<file path="config.mk">
export PLATFORM = sky130hd
export DESIGN_NAME = pll_freq_calc
export DESIGN_NICKNAME = d
export VERILOG_FILES = /design/src/rtl/pll_freq_pkg.sv /design/src/rtl/pll_ref_select.sv /design/src/rtl/pll_strap_table.sv /design/src/rtl/pll_seq_divider.sv /design/src/rtl/pll_freq_calc.sv
export SDC_FILE = /design/constraint.sdc
export NUM_CORES = 1
export LEC_CHECK = 0
export ABC_AREA = 1
export BUFFER_PORTS_ARGS = -buffer_cell sky130_fd_sc_hd__buf_2
export CAP_MARGIN = 10
export CORE_AREA = 5 5 246 188
export CTS_CLUSTER_SIZE = 20
export DETAILED_ROUTE_END_ITERATION = 16
export DIE_AREA = 0 0 251 193
export PLACE_DENSITY = 0.73
export SYNTH_ARGS = -nofsm -noshare
export SYNTH_HDL_FRONTEND = slang
export SYNTH_SLANG_ARGS = --single-unit
</file>
<file path="constraint.sdc">
create_clock -name clk -period 7.5 [get_ports clk]
set_input_delay 0.375 -clock clk [delete_from_list [all_inputs] [get_ports clk]]
set_output_delay 0.375 -clock clk [all_outputs]
set_load 0.005 [all_outputs]
</file>
<file path="src/rtl/pll_freq_pkg.sv">
// Package: shared state type and field layout for the PLL frequency calculator.
// Assumes 32-bit parameter words; field positions here are fixed by the encodings.
package pll_freq_pkg;

    typedef enum logic [2:0] {
        ST_IDLE,
        ST_PREP,
        ST_DIV1,
        ST_DIV2,
        ST_MUL,
        ST_BUS_GO,
        ST_BUS_WAIT
    } calc_state_e;

    localparam int unsigned REF_24M_HZ = 24_000_000;
    localparam int unsigned REF_25M_HZ = 25_000_000;
    localparam int unsigned REF_48M_HZ = 48_000_000;

    // M/N/P encoding fields
    localparam int MNP_P_LSB = 13;
    localparam int MNP_P_W   = 6;
    localparam int MNP_M_LSB = 5;
    localparam int MNP_M_W   = 8;
    localparam int MNP_N_LSB = 0;
    localparam int MNP_N_W   = 5;

    // strap-table encoding fields
    localparam int TBL_N_LSB  = 5;
    localparam int TBL_N_W    = 6;
    localparam int TBL_OD_BIT = 4;
    localparam int TBL_D_LSB  = 0;
    localparam int TBL_D_W    = 4;

endpackage

</file>
<file path="src/rtl/pll_ref_select.sv">
// Module: picks the reference input frequency from the strap word.
// Assumes the 25 MHz strap outranks the 48 MHz strap; 24 MHz is the default.
module pll_ref_select #(
    parameter int STRAP_W = 32,
    parameter int FREQ_W  = 32,
    parameter int S25_BIT = 23,
    parameter int S48_BIT = 18
) (
    input  logic [STRAP_W-1:0] strap,
    output logic [FREQ_W-1:0]  ref_hz,
    output logic               is_25m
);
    import pll_freq_pkg::*;

    // priority decode of the two clock-input straps
    always_comb begin
        is_25m = strap[S25_BIT];
        if (strap[S25_BIT])      ref_hz = FREQ_W'(REF_25M_HZ);
        else if (strap[S48_BIT]) ref_hz = FREQ_W'(REF_48M_HZ);
        else                     ref_hz = FREQ_W'(REF_24M_HZ);
    end
endmodule

</file>
<file path="src/rtl/pll_strap_table.sv">
// Module: strap-selected PLL frequency table for an unprogrammed PLL.
// Assumes a 2-bit select; the row follows the 25 MHz strap (48 MHz uses the 24 MHz row).
module pll_strap_table #(
    parameter int FREQ_W = 32
) (
    input  logic              is_25m,
    input  logic [1:0]        sel,
    output logic [FREQ_W-1:0] hz
);
    localparam int unsigned MHZ = 1_000_000;

    logic [15:0] mhz;

    // table lookup in MHz, then scale to Hz
    always_comb begin
        unique case ({is_25m, sel})
            3'b000:  mhz = 16'd384;
            3'b001:  mhz = 16'd360;
            3'b010:  mhz = 16'd336;
            3'b011:  mhz = 16'd408;
            3'b100:  mhz = 16'd400;
            3'b101:  mhz = 16'd375;
            3'b110:  mhz = 16'd350;
            default: mhz = 16'd425;
        endcase
        hz = FREQ_W'(32'(mhz) * MHZ);
    end
endmodule

</file>
<file path="src/rtl/pll_seq_divider.sv">
// Module: iterative restoring divider, one quotient bit per cycle.
// Assumes divisor is non-zero and start is only pulsed when the previous result was taken.
// Latency: done is high WIDTH cycles after the start edge, for one cycle.
module pll_seq_divider #(
    parameter int WIDTH = 32
) (
    input  logic             clk,
    input  logic             rst_n,
    input  logic             start,
    input  logic [WIDTH-1:0] dividend,
    input  logic [WIDTH-1:0] divisor,
    output logic             done,
    output logic [WIDTH-1:0] quotient
);
    localparam int CNT_W = $clog2(WIDTH + 1);

    logic [WIDTH:0]   rem_q;
    logic [WIDTH-1:0] dvs_q;
    logic [CNT_W-1:0] cnt_q;
    logic             active_q;
    logic [WIDTH:0]   shifted;
    logic [WIDTH:0]   trial;

    // one restoring step: shift in next dividend bit, try subtract
    always_comb begin
        shifted = {rem_q[WIDTH-1:0], quotient[WIDTH-1]};
        trial   = shifted - {1'b0, dvs_q};
    end

    // load on start, iterate while active, strobe done after the last bit
    always_ff @(posedge clk) begin
        if (!rst_n) begin
            rem_q    <= '0;
            dvs_q    <= '0;
            cnt_q    <= '0;
            active_q <= 1'b0;
            done     <= 1'b0;
            quotient <= '0;
        end else begin
            done <= 1'b0;
            if (start) begin
                rem_q    <= '0;
                dvs_q    <= divisor;
                quotient <= dividend;
                cnt_q    <= CNT_W'(WIDTH);
                active_q <= 1'b1;
            end else if (active_q) begin
                if (!trial[WIDTH]) begin
                    rem_q    <= trial;
                    quotient <= {quotient[WIDTH-2:0], 1'b1};
                end else begin
                    rem_q    <= shifted;
                    quotient <= {quotient[WIDTH-2:0], 1'b0};
                end
                cnt_q <= cnt_q - 1'b1;
                if (cnt_q == CNT_W'(1)) begin
                    active_q <= 1'b0;
                    done     <= 1'b1;
                end
            end
        end
    end
endmodule

</file>
<file path="src/rtl/pll_freq_calc.sv">
// Module: top of the PLL frequency calculator. Captures operands on start,
// walks a small sequencer that reuses one divider for the multiplier and bus
// divisions, and publishes both frequencies with a one-cycle done strobe.
// Assumes start is a pulse; starts seen while busy are dropped.
module pll_freq_calc #(
    parameter int FREQ_W       = 32,
    parameter int OFF_BIT      = 19,
    parameter int BYP_BIT      = 20,
    parameter int PROG_BIT     = 18,
    parameter int S25_BIT      = 23,
    parameter int S48_BIT      = 18,
    parameter int FSEL_LSB     = 8,
    parameter int PCLK_LSB     = 23,
    parameter int PCLK_W       = 3,
    parameter int TBL_BUS_LOG2 = 1,
    parameter int MNP_BUS_LOG2 = 2
) (
    input  logic              clk,
    input  logic              rst_n,
    input  logic              start,
    input  logic              mode,
    input  logic [31:0]       pll_word,
    input  logic [31:0]       strap_word,
    input  logic [31:0]       clk_sel_word,
    output logic              done,
    output logic [FREQ_W-1:0] pll_hz,
    output logic [FREQ_W-1:0] bus_hz
);
    import pll_freq_pkg::*;

    calc_state_e       state_q;
    logic              busy;
    logic              cap_mode;
    logic [31:0]       cap_pll;
    logic [31:0]       cap_strap;
    logic [31:0]       cap_clk;
    logic [FREQ_W-1:0] acc_q;
    logic [FREQ_W-1:0] mult_q;

    logic [FREQ_W-1:0] ref_hz;
    logic              is_25m;
    logic [FREQ_W-1:0] tbl_hz;

    logic              div_start;
    logic [FREQ_W-1:0] div_a;
    logic [FREQ_W-1:0] div_b;
    logic              div_done;
    logic [FREQ_W-1:0] div_q;

    logic              f_off;
    logic              f_byp_eff;
    logic              f_table;
    logic [2*FREQ_W-1:0] product;

    assign busy = (state_q != ST_IDLE);

    pll_ref_select #(
        .STRAP_W(32), .FREQ_W(FREQ_W), .S25_BIT(S25_BIT), .S48_BIT(S48_BIT)
    ) u_ref (
        .strap(cap_strap), .ref_hz(ref_hz), .is_25m(is_25m)
    );

    pll_strap_table #(.FREQ_W(FREQ_W)) u_tbl (
        .is_25m(is_25m),
        .sel(cap_strap[FSEL_LSB +: 2]),
        .hz(tbl_hz)
    );

    pll_seq_divider #(.WIDTH(FREQ_W)) u_div (
        .clk(clk), .rst_n(rst_n), .start(div_start),
        .dividend(div_a), .divisor(div_b),
        .done(div_done), .quotient(div_q)
    );

    // classify the captured request into off / bypass / table / computed
    always_comb begin
        f_off     = cap_pll[OFF_BIT];
        f_byp_eff = cap_pll[BYP_BIT] && (cap_mode || cap_pll[PROG_BIT]);
        f_table   = !cap_mode && !cap_pll[PROG_BIT];
        product   = (2*FREQ_W)'(ref_hz) * (2*FREQ_W)'(mult_q);
    end

    // divider operand mux, one source per sequencer step
    always_comb begin
        div_start = 1'b0;
        div_a     = '0;
        div_b     = FREQ_W'(1);
        unique case (state_q)
            ST_PREP: begin
                div_start = !f_off && !f_byp_eff && !f_table;
                if (cap_mode) begin
                    div_a = FREQ_W'(cap_pll[MNP_M_LSB +: MNP_M_W]) + FREQ_W'(1);
                    div_b = FREQ_W'(cap_pll[MNP_N_LSB +: MNP_N_W]) + FREQ_W'(1);
                end else begin
                    div_a = FREQ_W'(cap_pll[TBL_N_LSB +: TBL_N_W]) + FREQ_W'(2);
                    div_b = FREQ_W'(cap_pll[TBL_D_LSB +: TBL_D_W]) + FREQ_W'(1);
                end
            end
            ST_DIV1: begin
                div_start = div_done && cap_mode;
                div_a     = div_q;
                div_b     = FREQ_W'(cap_pll[MNP_P_LSB +: MNP_P_W]) + FREQ_W'(1);
            end
            ST_BUS_GO: begin
                div_start = 1'b1;
                div_a     = acc_q;
                div_b     = FREQ_W'(cap_clk[PCLK_LSB +: PCLK_W]) + FREQ_W'(1);
            end
            default: ;
        endcase
    end

    // sequencer: capture, compute multiplier, scale reference, divide for bus
    always_ff @(posedge clk) begin
        if (!rst_n) begin
            state_q   <= ST_IDLE;
            cap_mode  <= 1'b0;
            cap_pll   <= '0;
            cap_strap <= '0;
            cap_clk   <= '0;
            acc_q     <= '0;
            mult_q    <= '0;
            done      <= 1'b0;
            pll_hz    <= '0;
            bus_hz    <= '0;
        end else begin
            done <= 1'b0;
            unique case (state_q)
                ST_IDLE: begin
                    if (start) begin
                        cap_mode  <= mode;
                        cap_pll   <= pll_word;
                        cap_strap <= strap_word;
                        cap_clk   <= clk_sel_word;
                        state_q   <= ST_PREP;
                    end
                end
                ST_PREP: begin
                    if (f_off) begin
                        acc_q   <= '0;
                        state_q <= ST_BUS_GO;
                    end else if (f_byp_eff) begin
                        acc_q   <= ref_hz;
                        state_q <= ST_BUS_GO;
                    end else if (f_table) begin
                        acc_q   <= tbl_hz;
                        state_q <= ST_BUS_GO;
                    end else begin
                        state_q <= ST_DIV1;
                    end
                end
                ST_DIV1: begin
                    if (div_done) begin
                        if (cap_mode) begin
                            state_q <= ST_DIV2;
                        end else begin
                            mult_q  <= cap_pll[TBL_OD_BIT] ? div_q : (div_q << 1);
                            state_q <= ST_MUL;
                        end
                    end
                end
                ST_DIV2: begin
                    if (div_done) begin
                        mult_q  <= div_q;
                        state_q <= ST_MUL;
                    end
                end
                ST_MUL: begin
                    acc_q   <= product[FREQ_W-1:0];
                    state_q <= ST_BUS_GO;
                end
                ST_BUS_GO: begin
                    state_q <= ST_BUS_WAIT;
                end
                ST_BUS_WAIT: begin
                    if (div_done) begin
                        pll_hz  <= acc_q;
                        bus_hz  <= cap_mode ? (div_q >> MNP_BUS_LOG2)
                                            : (div_q >> TBL_BUS_LOG2);
                        done    <= 1'b1;
                        state_q <= ST_IDLE;
                    end
                end
                default: state_q <= ST_IDLE;
            endcase
        end
    end
endmodule

</file>
# == Word-level counts from Yosys, hierarchy flattened ==
# Cells that the tools add are included.
# W data, S select, Z words.
# op_classes
n_addsub,8
n_mul,2
div,0
order_cmp,0
eq_ne,20
shift,0
muxes,38
bitwise,2
n_reduce_logical,25
# op_table
operator,n
$mux W32,10
$pmux W32 S2,2
$pmux W32 S3,1
$pmux W8 S7,1
$mux W26,2
$sub A33 B32 Y33,1
$mul A32 B32 Y32,1
$mux W31,1
$mux W3,8
$mul A9 B14 Y23 const B,1
$pmux W3 S7,1
$pmux W7 S3,1
$eq A3 B3 Y1 const B,6
$mux W6,3
$eq A3 B2 Y1 const B,4
$reduce_and A2 Y1,5
$add A8 B1 Y9 const B,1
$mux W9,1
$reduce_and A4 Y1,2
$add A6 B1 Y7 const B,1
$add A6 B2 Y7 const B,1
$add A5 B1 Y6 const B,1
$eq A3 B1 Y1 const B,2
$eq A6 B1 Y1 const B,1
other kinds (16),37
# word_totals
register_bits,308
latch_bits,0
mem_bits_rw,0
romBits,0
input_bits,100
output_inout_bits,65
word_cells,112
memories,0

# == Longest topological paths before layout ==
# depth
depth_word,8
mapped_depth,35
mapped_depth_nobuf,34

# == Modules after synthesis ==
# From an unflattened synthesis, not the netlist that was laid out.
# hier_totals
hier_cells,5173
hier_area_um2,35197.5
# modules_own_cells
mod,instances,cells_each,area_each_um2
pll_freq_calc,1,3611,25730.9
pll_seq_divider,1,1191,7146.9
pll_strap_table,1,335,2079.5
pll_ref_select,1,36,240.2

# == Least setup slack after synthesis ==
# OpenSTA, ideal clock, no wires.
# synth_path
kind,register to register
startpoint,register cap_strap[23]
endpoint,register acc_q[31]
setup_time_ns,0.132
arrival_time_ns,6.137
required_time_ns,7.368
path_slack_ns,1.231
stages_incl_launch_ff,25
path_buffers,3
synth_period_minus_slack_ns,6.269
cell_sequence,dfxtp_1 > inv_2 > nand2_2 > buf_4 > clkbuf_1 > clkbuf_1 > nand2_1 > fa_1 > inv_1 > fa_1 > inv_1 > fa_1 > fa_1 > fa_1 > inv_1 > fa_1 > ha_1 > ha_1 > inv_1 > nor3_1 > nand2_1 > o311ai_0 > nand3_1 > nand3_1 > a21oi_1
# synth_between
elab_chain_len,3
# synth_lines
element,line_no,text
"start, declared",pll_freq_calc.sv:35,logic [31:0] cap_strap;
"start signal, assigned",pll_freq_calc.sv:133,cap_strap <= strap_word;
$mux W26,pll_ref_select.sv:18,if (strap[S25_BIT]) ref_hz = FREQ_W'(REF_25M_HZ);
$mul A32 B32 Y32,pll_freq_calc.sv:80,product = (2*FREQ_W)'(ref_hz) * (2*FREQ_W)'(mult_q);
$pmux W32 S2,pll_freq_calc.sv:128,unique case (state_q)
"end signal, assigned",pll_freq_calc.sv:143,acc_q <= ref_hz;
"end signal, assigned",pll_freq_calc.sv:146,acc_q <= tbl_hz;
"end signal, assigned",pll_freq_calc.sv:169,acc_q <= product[FREQ_W-1:0];
"end, declared",pll_freq_calc.sv:37,logic [FREQ_W-1:0] acc_q;
# No other way between the ends.
# A chain may end at the register's enable or synchronous reset.

# == Final worst setup path ==
# layout_path
startpoint,register cap_strap[18]
endpoint,register acc_q[31]
# layout_between
elab_chain_len,4
# layout_lines
element,line_no,text
$mux W26,pll_ref_select.sv:19,else if (strap[S48_BIT]) ref_hz = FREQ_W'(REF_48M_HZ);
$mux W26,pll_ref_select.sv:18,
$mul A32 B32 Y32,pll_freq_calc.sv:80,
$pmux W32 S2,pll_freq_calc.sv:128,
# No other way between the ends.

==> summary.md <==
| Metric | Value |
|---|---|
| Distinct cells, synth | 53 |
| DP HPWL | 49.28 mm |
| # setup viols final | 0 |
| Buffers added on ports | 89 |
| CTS Sinks | 221 |
| Ys Warns | 0 |
| Max H-tree Level | 1 |
| Synth top area share | 0.2187 |
| Initial antenna violation count | 2 |
| Post-DR vias/cell | 5.456 |
| EDFF count, synth | 0 |
| Synthesized area per cell | 7.451 sq um |
| P_leak | 11.14 nW |
| FMAX | 0.1408 GHz |
| Critical path class | reg2reg |
| Slew Viols, Final | 0 |
| Critical-path maximum fanout | 17 |
| Worst EP arrival | 7.50 ns |
| Hold Fails Final Rpt | 0 |
| FP Rows | 67 |
| Seq cells post-synth | 221 |
| Cell taking the most area after synthesis | dfxtp_1 |
| Drt first-iter violations | 1904 |
| Endpoint type of the worst setup path | flop |
| Routability-driven placement congestion ratio | 0.9848 |
| Die X | 251 um |
| Root Buffer Master | clkbuf_16 |
| GR Overflow Total | 0 |
| Outcome | completed |
| Post-CTS Setup Inserts | 0 |
| Hold WS | 0.1029 ns |
| Share of cells above drive strength 1 | 0.07029 |
| Largest net degree at the start of global routing | 86 |
| Via count | 18260 |
| Hold crit path type | in2reg |
| Highest routed metal layer | met5 |
| Number of buffers created by CTS | 26 |
| Residual DRC count | 0 |
| RSZ-0062 raised after global routing | false |
| TNS Setup | 0 ns |
| Commonest cells in the netlist | inv_1 (508), nand2_1 (387), nor2_1 (304) |
| GRT Resource Usage Total | 0.2515 |
| Type of origin of the critical path | flop |
| Max VDD drop | 0.2462 mV |
| Met3 wire len | 5.625 mm |
| Synth area leaders | dfxtp_1 (22%), fa_1 (18%), ha_1 (12%) |
| Final ANT Viol Nets | 0 |
| Relative slew margins | 0.2141 |
| Hold buffer count at CTS | 0 |
| Ant diodes | 0 |
| Clk buf depth | 3 |
| Die area | 48440 sq um |
| Ports | 165 |
| Worst-path clk slew | 0.06 ns |
| Max-cap check violation count | 0 |
| CTS tree | built |
| Data required time at the worst endpoint | 7.90 ns |
| Fin crit share | 0.9469 |
| Synth Instances | 2715 |
| Wire length on met2 | 25.80 mm |
| First-pass GRT wire length | 97.55 mm |
| Die Height | 193 um |
| Ys flop type | dfxtp_1 |
| Met1 WL | 28.82 mm |
| Clock latency on the worst-skew pair | 0.56 ns |
| Starting Density | 0.4614 |
| Async SR Flop Fraction | 0 |
| Growth of design area from synthesis to finish | 8.473% |
| Worst-Margin Slew | 1.178 ns |
| Drt pass-1 iters | 7 |
| Core area | 43840 sq um |
| Post-DR wirelength/cell | 18.42 um |
| Power density over the cells | 318.8 nW/um^2 |
| Most frequent cell after synthesis | inv_1 |
| Final net count | 3211 |
| Worst Skew | 0.02176 ns |
| Vias in the first global route | 17590 |
| Post-cts resize count | 0 |
| WL final | 61.62 mm |
| Crit path time final | 7.102 ns |
| Register area share after synthesis | 0.2187 |
| Mapped Area | 20230 sq um |
[layout by cell type, fill, tap and decap left out, drive strengths merged, types with 8 or more instances in the layout]
master and n:
a211oi 51, a21oi 158, a221oi 27, a31oi 51
buf 106, clkbuf 38, clkinv 8, dfxtp 221
fa 179, ha 191, inv 522, nand2 393
nand3 71, nand4 17, nor2 315, nor3 21
nor4 8, o211ai 20, o21ai 254, xnor2 10
xor2 45
[sequential cells by signal (all words and copies together) (netlist names)]
register,flops
u_div.rem_q,32
cap_mode,1
u_div.active_q,1
cap_clk,3
pll_hz,26
u_div.done,1
u_div.quotient,32
u_div.cnt_q,6
cap_strap,4
cap_pll,21
mult_q,26
done,1
bus_hz,31
u_div.dvs_q,7
state_q,3
acc_q,26
[where the power goes]
group,total (mW),internal (mW),switching [mW]
Combinational,3.91,1.27,2.63
Sequential,1.78,1.43,0.356
Clock,1.31,0.768,0.539
Total,7.00,3.47,3.53
[final timing paths]
kind | cells past startpoint | end | slack [ns] | from
min | 3 | cap_pll[3] | 0.10 | pll_word[3]
max | 22 | acc_q[31] | 0.40 | cap_strap[18]
min reg2reg | 2 | acc_q[13] | 0.49 | acc_q[13]
max reg2reg | 22 | acc_q[31] | 0.40 | cap_strap[18]
[cell type report]
class,count,area (sq um)
fillers,4234,21900
multi-input cells,1860,13370
flip-flops and latches,221,4425
inverters,526,1974
clock buffers,38,757.0
well taps,586,733.2
repair buffers,106,575.6
clock inverters,9,110.1
[metrics by stage]
step / setup slack [ns] / std cells / util / power, mW / area, sq um
detailed placement: 0.5807 / 3299 / 0.4808 / 5.585 / 21080
finish: 0.3985 / 3346 / 0.5005 / 6.997 / 21940
global placement: 0.5983 / 3299 / 0.4808 / 5.505 / 21080
floorplan: 1.231 / 2721 / - / 4.586 / 20250
global route: 0.02371 / 3346 / 0.5005 / 7.579 / 21940
CTS: 0.5290 / 3346 / 0.5005 / 6.923 / 21940
[kinds of logic (layout without fill, tap and decap cells)]
family                   after synthesis  count (layout)  share of synthesized area
AND/OR/NAND/NOR                      834             834                     0.1682
XOR/XNOR                              55              55                    0.02381
adder cells (fa/ha/maj)              370             370                     0.2953
AO/OA/AOI/OAI                        594             594                     0.1711
buffers and inverters                640             679                     0.1227
flip-flops                           221             221                     0.2187
other                                  1               7                  0.0001854
[critical path: stages, from the launching register on]
cell and delay (ns):
dfxtp_1 0.49, nor2_1 0.60, buf_4 0.39, nor2_1 0.11, ha_1 0.29, inv_1 0.05
fa_1 0.54, inv_1 0.06, fa_1 0.55, fa_1 0.47, fa_1 0.54, inv_1 0.05
fa_1 0.66, inv_1 0.07, ha_1 0.29, ha_1 0.33, inv_1 0.12, nor3_1 0.34
nand2_1 0.09, o311ai_0 0.58, nand3_1 0.15, nand3_1 0.12, a21oi_1 0.06
[layer usage]
| metal | GRT usage | up-vias |
|---|---|---|
| met5 | 0 | - |
| li1 | - | 8771 |
| met2 | 0.3768 | 697 |
| met3 | 0.05284 | 73 |
| met1 | 0.3767 | 8714 |
| met4 | 0.05287 | 2 |
(Power assumes the default switching activity.)
